<file path="src/rtl/tps_pkg.sv">
package tps_pkg;

  typedef enum logic [1:0] {
    PH_Q1 = 2'd0,
    PH_Q2 = 2'd1,
    PH_Q3 = 2'd2,
    PH_Q4 = 2'd3
  } phase_e;

  localparam int PHASES_PER_INSTR = 4;

  // Phase order of the instruction cycle.
  function automatic phase_e phase_after(phase_e p);
    unique case (p)
      PH_Q1:   return PH_Q2;
      PH_Q2:   return PH_Q3;
      PH_Q3:   return PH_Q4;
      default: return PH_Q1;
    endcase
  endfunction

  // The pin is looked at only at the close of Q2 and Q4.
  function automatic logic takes_sample(phase_e p);
    return (p == PH_Q2) || (p == PH_Q4);
  endfunction

  // Transition between two successive samples, with the chosen polarity.
  function automatic logic qualifies(logic older, logic newer, logic falling);
    return falling ? (older & ~newer) : (~older & newer);
  endfunction

endpackage

</file>
<file path="src/rtl/tps_phase_gen.sv">
module tps_phase_gen
  import tps_pkg::*;
(
  input  logic   clk,
  input  logic   rst_n,
  output phase_e phase,
  output logic   instr_tick
);

  phase_e ph_r;

  always_ff @(posedge clk or negedge rst_n) begin
    if (!rst_n) ph_r <= PH_Q1;
    else        ph_r <= phase_after(ph_r);
  end

  assign phase      = ph_r;
  assign instr_tick = (ph_r == PH_Q4);

endmodule

</file>
<file path="src/rtl/tps_edge_sampler.sv">
module tps_edge_sampler
  import tps_pkg::*;
(
  input  logic   clk,
  input  logic   rst_n,
  input  phase_e phase,
  input  logic   pin,
  input  logic   edge_fall,
  output logic   ext_evt
);

  logic held_lvl;   // raw pin level taken at the last sampling edge
  logic evt_r;

  always_ff @(posedge clk or negedge rst_n) begin
    if (!rst_n) begin
      held_lvl <= 1'b0;
      evt_r    <= 1'b0;
    end else if (takes_sample(phase)) begin
      held_lvl <= pin;
      evt_r    <= qualifies(held_lvl, pin, edge_fall);
    end else begin
      evt_r    <= 1'b0;
    end
  end

  assign ext_evt = evt_r;

endmodule

</file>
<file path="src/rtl/tps_timer_reg.sv">
module tps_timer_reg #(
  parameter int W        = 8,
  parameter int HOLD_CLK = 8
) (
  input  logic         clk,
  input  logic         rst_n,
  input  logic         inc_req,
  input  logic         wr_en,
  input  logic [W-1:0] wr_data,
  input  logic         ovf_clr,
  output logic [W-1:0] cnt,
  output logic         ovf,
  output logic         inc_fire,
  output logic         wrap_evt
);

  localparam int HW = $clog2(HOLD_CLK + 1);
  localparam logic [HW-1:0] HOLD_INIT = HW'(HOLD_CLK);

  logic [W-1:0]  cnt_r;
  logic [HW-1:0] hold_r;
  logic          ovf_r;

  function automatic logic [W-1:0] bump(logic [W-1:0] v);
    return v + W'(1);
  endfunction

  assign inc_fire = inc_req && !wr_en && (hold_r == '0);
  assign wrap_evt = inc_fire && (cnt_r == {W{1'b1}});

  always_ff @(posedge clk or negedge rst_n) begin
    if (!rst_n) begin
      cnt_r  <= '0;
      hold_r <= '0;
    end else if (wr_en) begin
      cnt_r  <= wr_data;
      hold_r <= HOLD_INIT;
    end else begin
      if (hold_r != '0) hold_r <= hold_r - HW'(1);
      if (inc_fire)     cnt_r  <= bump(cnt_r);
    end
  end

  always_ff @(posedge clk or negedge rst_n) begin
    if (!rst_n)        ovf_r <= 1'b0;
    else if (wrap_evt) ovf_r <= 1'b1;
    else if (ovf_clr)  ovf_r <= 1'b0;
  end

  assign cnt = cnt_r;
  assign ovf = ovf_r;

endmodule

</file>
<file path="src/rtl/tcnt_phase_sync.sv">
module tcnt_phase_sync
  import tps_pkg::*;
#(
  parameter int TMR_W      = 8,
  parameter int HOLD_INSTR = 2
) (
  input  logic             clk,
  input  logic             rst_n,
  input  logic             ext_pin,
  input  logic             src_ext,
  input  logic             edge_fall,
  input  logic             wr_en,
  input  logic [TMR_W-1:0] wr_data,
  input  logic             ovf_clr,
  output logic [TMR_W-1:0] tmr_q,
  output logic             ovf_q
);

  localparam int HOLD_CLK = HOLD_INSTR * PHASES_PER_INSTR;

  phase_e phase;
  logic   instr_tick;
  logic   ext_evt;
  logic   inc_req;
  logic   inc_fire;
  logic   wrap_evt;

  tps_phase_gen u_phase (
    .clk       (clk),
    .rst_n     (rst_n),
    .phase     (phase),
    .instr_tick(instr_tick)
  );

  tps_edge_sampler u_samp (
    .clk      (clk),
    .rst_n    (rst_n),
    .phase    (phase),
    .pin      (ext_pin),
    .edge_fall(edge_fall),
    .ext_evt  (ext_evt)
  );

  assign inc_req = src_ext ? ext_evt : instr_tick;

  tps_timer_reg #(
    .W       (TMR_W),
    .HOLD_CLK(HOLD_CLK)
  ) u_tmr (
    .clk     (clk),
    .rst_n   (rst_n),
    .inc_req (inc_req),
    .wr_en   (wr_en),
    .wr_data (wr_data),
    .ovf_clr (ovf_clr),
    .cnt     (tmr_q),
    .ovf     (ovf_q),
    .inc_fire(inc_fire),
    .wrap_evt(wrap_evt)
  );

endmodule

</file>
<file path="config.mk">
export PLATFORM = sky130hd
export DESIGN_NAME = tcnt_phase_sync
export DESIGN_NICKNAME = d
export VERILOG_FILES = /design/src/rtl/tps_pkg.sv /design/src/rtl/tps_phase_gen.sv /design/src/rtl/tps_edge_sampler.sv /design/src/rtl/tps_timer_reg.sv /design/src/rtl/tcnt_phase_sync.sv
export SDC_FILE = /design/constraint.sdc
export NUM_CORES = 1
export LEC_CHECK = 0
export ABC_AREA = 1
export BUFFER_PORTS_ARGS = -buffer_cell sky130_fd_sc_hd__buf_2
export CAP_MARGIN = 20
export CORE_AREA = 2 2 48 50
export DETAILED_ROUTE_END_ITERATION = 10
export DIE_AREA = 0 0 50 52
export PLACE_DENSITY = 0.75
export SKIP_LAST_GASP = 1
export SLEW_MARGIN = 20
export SYNTH_ARGS = -nofsm -noshare
export SYNTH_HDL_FRONTEND = slang
export SYNTH_SLANG_ARGS = --single-unit
export TNS_END_PERCENT = 50
</file>
<file path="constraint.sdc">
create_clock -name clk -period 1.45 [get_ports clk]
set_input_delay 0.2175 -clock clk [delete_from_list [all_inputs] [get_ports clk]]
set_output_delay 0.2175 -clock clk [all_outputs]
set_load 0.01 [all_outputs]
</file>
After elaboration in Yosys (flattened, before gate mapping):

Index checks and enable logic that the tools add are counted.

* input bits: 15
* word-level logic and storage cells: 37
* register bits: 17

* add/sub/neg operators: 2
* muxes and demuxes: 10
* bitwise logic cells: 4
* eq/ne operators: 4
* reduce and logical (&&, ||, !) cells: 11

Operators with widths (count)
* $mux 8: 2
* $add 8x1->8 const B: 1
* $eq 8x8->1 const B: 1
* $mux 4: 2
* $pmux 2 s3: 1
* $reduce_bool 2->1: 3
* $mux 1: 5
* $eq 2x2->1 const B: 2
* $logic_not 4->1: 1
* $reduce_bool 4->1: 1
* $sub 4x1->4 const B: 1
* $logic_and 1x1->1: 3
* $and 1x1->1: 2
* $eq 2x1->1 const B: 1
* $logic_not 2->1: 1
* $not 1->1: 2
* $logic_not 1->1: 1
* $logic_or 1x1->1: 1

Depth between registers and ports, before layout:

* word-level depth: 6
* gate-level depth with buffers: 9
* mapped depth without buffers: 9

Hierarchy:

Synthesis repeated with hierarchy kept, for this count alone.

* cell total of the unflattened synthesis: 137
* area total of the unflattened synthesis: 1047.3 sq um

By module, submodules not included
* tps_timer_reg: instances 1, seq. area each 325.3 sq um, cells an instance 111, area each 828.3 sq um
* tps_phase_gen: instances 1, seq. area each 50.0 sq um, cells an instance 10, area each 115.1 sq um
* tps_edge_sampler: instances 1, seq. area each 50.0 sq um, cells an instance 12, area each 88.8 sq um
* tcnt_phase_sync: instances 1, seq. area each 0.0 sq um, cells an instance 4, area each 15.0 sq um

Least setup slack after synthesis:

No wires, ideal clock.

* path kind: reg2reg
* start: reg u_tmr.hold_r[0]
* end: reg u_tmr.cnt_r[0] (netlist: u_tmr.cnt[0])
* required time: 1329 ps
* setup slack: 133 ps
* buffers on the path: 0
* setup time: 121 ps
* data arrival time: 1196 ps
* cell stages (with the launch flop): 10
* cell sequence: dfrtp_1 > inv_1 > ha_1 > nand2_4 > nor2_8 > nand2_4 > nand2_4 > inv_2 > nand2_1 > nand2_1

* longest elaborated chain between the ends: 3

Ends and longest elaborated chain
* start, declared: line tps_timer_reg.sv:21 `logic [HW-1:0] hold_r;`
* start signal, assigned: line tps_timer_reg.sv:39 `if (hold_r != '0) hold_r <= hold_r - HW'(1);`
* $logic_not 4->1: line tps_timer_reg.sv:28 `assign inc_fire = inc_req && !wr_en && (hold_r == '0);`
* $logic_and 1x1->1: line tps_timer_reg.sv:28
* $reduce_bool 2->1 (no line)
* end signal, assigned: line tps_timer_reg.sv:36 `cnt_r <= wr_data;`
* end signal, assigned: line tps_timer_reg.sv:40 `if (inc_fire) cnt_r <= bump(cnt_r);`
* end, declared: line tps_timer_reg.sv:20 `logic [W-1:0] cnt_r;`

No other way between the ends.
A chain may end at the register's enable or synchronous reset.

Worst setup path in the final report:

* start: reg u_tmr.hold_r[0]
* end: reg u_tmr.cnt_r[2] (netlist: u_tmr.cnt[2])

Same word-level chain as after synthesis.

==> flow_metrics.env <==
export IMPL_status="finished, final reports clean"
export IMPL_wl_per_cell_um=11.3
export IMPL_viasPerCell=4.96
export IMPL_syn_inst=133
export IMPL_worst_slew_pin_slew_ps=396
export IMPL_arrival_ps=1540
export IMPL_final_hold_viol_count=0
export IMPL_numCtsBuffers=3
export IMPL_end_kind="flip-flop"
export IMPL_max_stage_delay_ps=400
export IMPL_crit_buf_inv=2
export IMPL_peakVddDrop_v=0.000616
export IMPL_root_buffer="clkbuf_4"
export IMPL_skew_ps=4.08
export IMPL_yosysSeqAreaShare=0.408
export IMPL_r2r_slack_ps=110
export IMPL_crit_family="simple AND/OR/NAND/NOR gates"
export IMPL_min_period_over_period=0.927
export IMPL_grt_overflow=0
export IMPL_crit_chain="inv_2, ha_4, nand2_4, nor2_8, nand2_4, nand2_4, inv_2, nand2_1, nand2_1"
export IMPL_critPathMaxFanout=7
export IMPL_routed_wl_um=2130
export IMPL_postCtsSetupRepairBufs=0
export IMPL_drc_errors=0
export IMPL_grt_max_degree=18
export IMPL_gr_usage_all_layers=0.198
export IMPL_async_reset_ff_frac=1.00
export IMPL_die_x_um=50
export IMPL_worstHoldPathCells=2
export IMPL_synth_flop_cell="dfrtp_1"
export IMPL_reg2reg_from="u_tmr.hold_r[0]"
export IMPL_start_util=0.496
export IMPL_min_period_ps=1340
export IMPL_cp_common_cell="nand2_4"
export IMPL_io_buffers=23
export IMPL_cts_tree="yes"
export IMPL_critical_path_class="flip-flop to flip-flop"
export IMPL_area_delta_synth_final_pct=18.3
export IMPL_synth_edf_count=0
export IMPL_vias=932
export IMPL_grt_pass1_wl_um=3880
export IMPL_setup_viol=0
export IMPL_fin_tns_setup_ps=0
export IMPL_fmax_mhz=744
export IMPL_syn_cell_area_um2=1040
export IMPL_htree_levels=1
export IMPL_cts_sinks=17
export IMPL_io_pins=24
export IMPL_coreArea_um2=2110
export IMPL_antenna_cells=0
export IMPL_antenna_left=0
export IMPL_drtPass1Iterations=4
export IMPL_worstSkewPairLatency_ps=290
export IMPL_synth_largest_area_cell="dfrtp_1"
export IMPL_hp_class="input port to flip-flop"
export IMPL_rsz0062_at_grt="no"
export IMPL_ys_seq_elements=17
export IMPL_die_h_um=52
export IMPL_path_clk_slew_ps=100
export IMPL_syn_nets=155
export IMPL_synthTopCellsByArea="dfrtp_1 41%, nand2_1 14%, nand3_1 8.6%"
export IMPL_nets=183
export IMPL_synth_area_per_cell_um2=7.85
export IMPL_cp_slowest_cell="dfrtp_1"
export IMPL_drt_iter0_markers=12
export IMPL_cp_data_required_time_ps=1640
export IMPL_synth_cell_type_count=23
export IMPL_startpoint_type="flip-flop"
export IMPL_final_cell_mix="38 x nand2_1, 23 x buf_2, 18 x nand3_1"
export IMPL_p_leak_nw=0.710
export IMPL_hpwlAfterDp_um=1680
export IMPL_p_total_mw=1.36
export IMPL_die_area_um2=2600
export IMPL_yosys_warnings=0
export IMPL_hp_start="ovf_clr"
export IMPL_clk_path_buf_depth=2
export IMPL_reg2reg_to="u_tmr.cnt[2]"
export IMPL_slew_headroom=0.736
export IMPL_reg2reg_depth=9
export IMPL_num_rows=17
export IMPL_synth_top_cell_area_share=0.408
export IMPL_min_to="u_tmr.ovf"
export IMPL_drive_above_1_share=0.250
export IMPL_grt_pass1_vias=949
export IMPL_power_density_nw_per_um2=1100
export IMPL_final_common_cell="nand2_1"
export IMPL_antenna_found_initial=0
export IMPL_slew_viol_final=0
export IMPL_place_congestion=0.796
export IMPL_maxCapViolations=0
state kept, by name, indices dropped and copies added (netlist names):
name             cells
u_phase.phase        2
u_samp.ext_evt       1
u_samp.held_lvl      1
u_tmr.cnt            8
u_tmr.hold_r         4
u_tmr.ovf            1
Yosys cell counts, drive strengths merged (2+ instances only):
cell,number
a21oi,3
buf,2
dfrtp,17
ha,7
inv,21
nand2,41
nand3,18
nor2,8
nor3,2
o21ai,7
xnor2,2
metrics by stage:
step	area (µm²)	hold WS, ps	worst slack (ps)	utilization	std cells
after floorplan	1040	-78.1	133	-	133
after global placement	1180	166	92.6	0.563	183
after detailed placement	1180	169	30.1	0.563	183
after CTS	1220	76.4	20.5	0.581	188
after global routing	1230	89.6	8.69	0.586	188
final	1230	86.5	105	0.586	188
worst max-delay path by stage:
stage | startpoint | end | cells past startpoint
CTS | u_tmr.hold_r[1] | u_tmr.cnt[0] | 9
finish | u_tmr.hold_r[0] | u_tmr.cnt[2] | 9
global route | u_tmr.cnt[0] | u_tmr.cnt[6] | 6
global placement | u_tmr.hold_r[0] | u_tmr.cnt[0] | 9
floorplan | u_tmr.hold_r[0] | u_tmr.cnt[0] | 9
detailed placement | u_tmr.hold_r[1] | u_tmr.cnt[2] | 9
kinds of logic after synthesis:
group,count (synthesis),synth area share
and+or+nand+nor,71,0.321
adders and majority gates,7,0.0839
buffers and inverters,23,0.0983
DFF,17,0.408
xor gates and xnor gates,2,0.0168
AOI/OAI and AO/OA,13,0.0720
report_power, final:
group          internal [mW]  switching, mW  total, mW  leakage [nW]
registers              0.554         0.0760      0.630         0.211
logic                  0.206          0.265      0.471         0.481
clock network          0.103          0.153      0.255        0.0177
per-layer routing:
| metal | part of all wire | track usage | wire length, µm |
|---|---|---|---|
| met1 | 0.43 | 0.219 | 914 |
| met2 | 0.53 | 0.371 | 1130 |
| met3 | 0.032 | 0.0345 | 68 |
| met4 | 0.0080 | 0.0833 | 17 |
| met5 | 0 | 0 | 0 |
timing repair:
item,CTS,global route
setup endpoints to repair,0,9
hold buffers,1,0
hold endpoints to repair,17,0
resized for setup,0,4
cell type report:
class | count | area (µm²)
Clock buffer | 3 | 22.5
Clock inverter | 1 | 5.00
Tap cell | 28 | 35.0
Inverter | 21 | 86.3
Timing Repair Buffer | 25 | 133
Sequential cell | 17 | 425
Multi-Input combinational cell | 93 | 528
Fill cell | 218 | 871
Power figures use the tool's default switching activity.
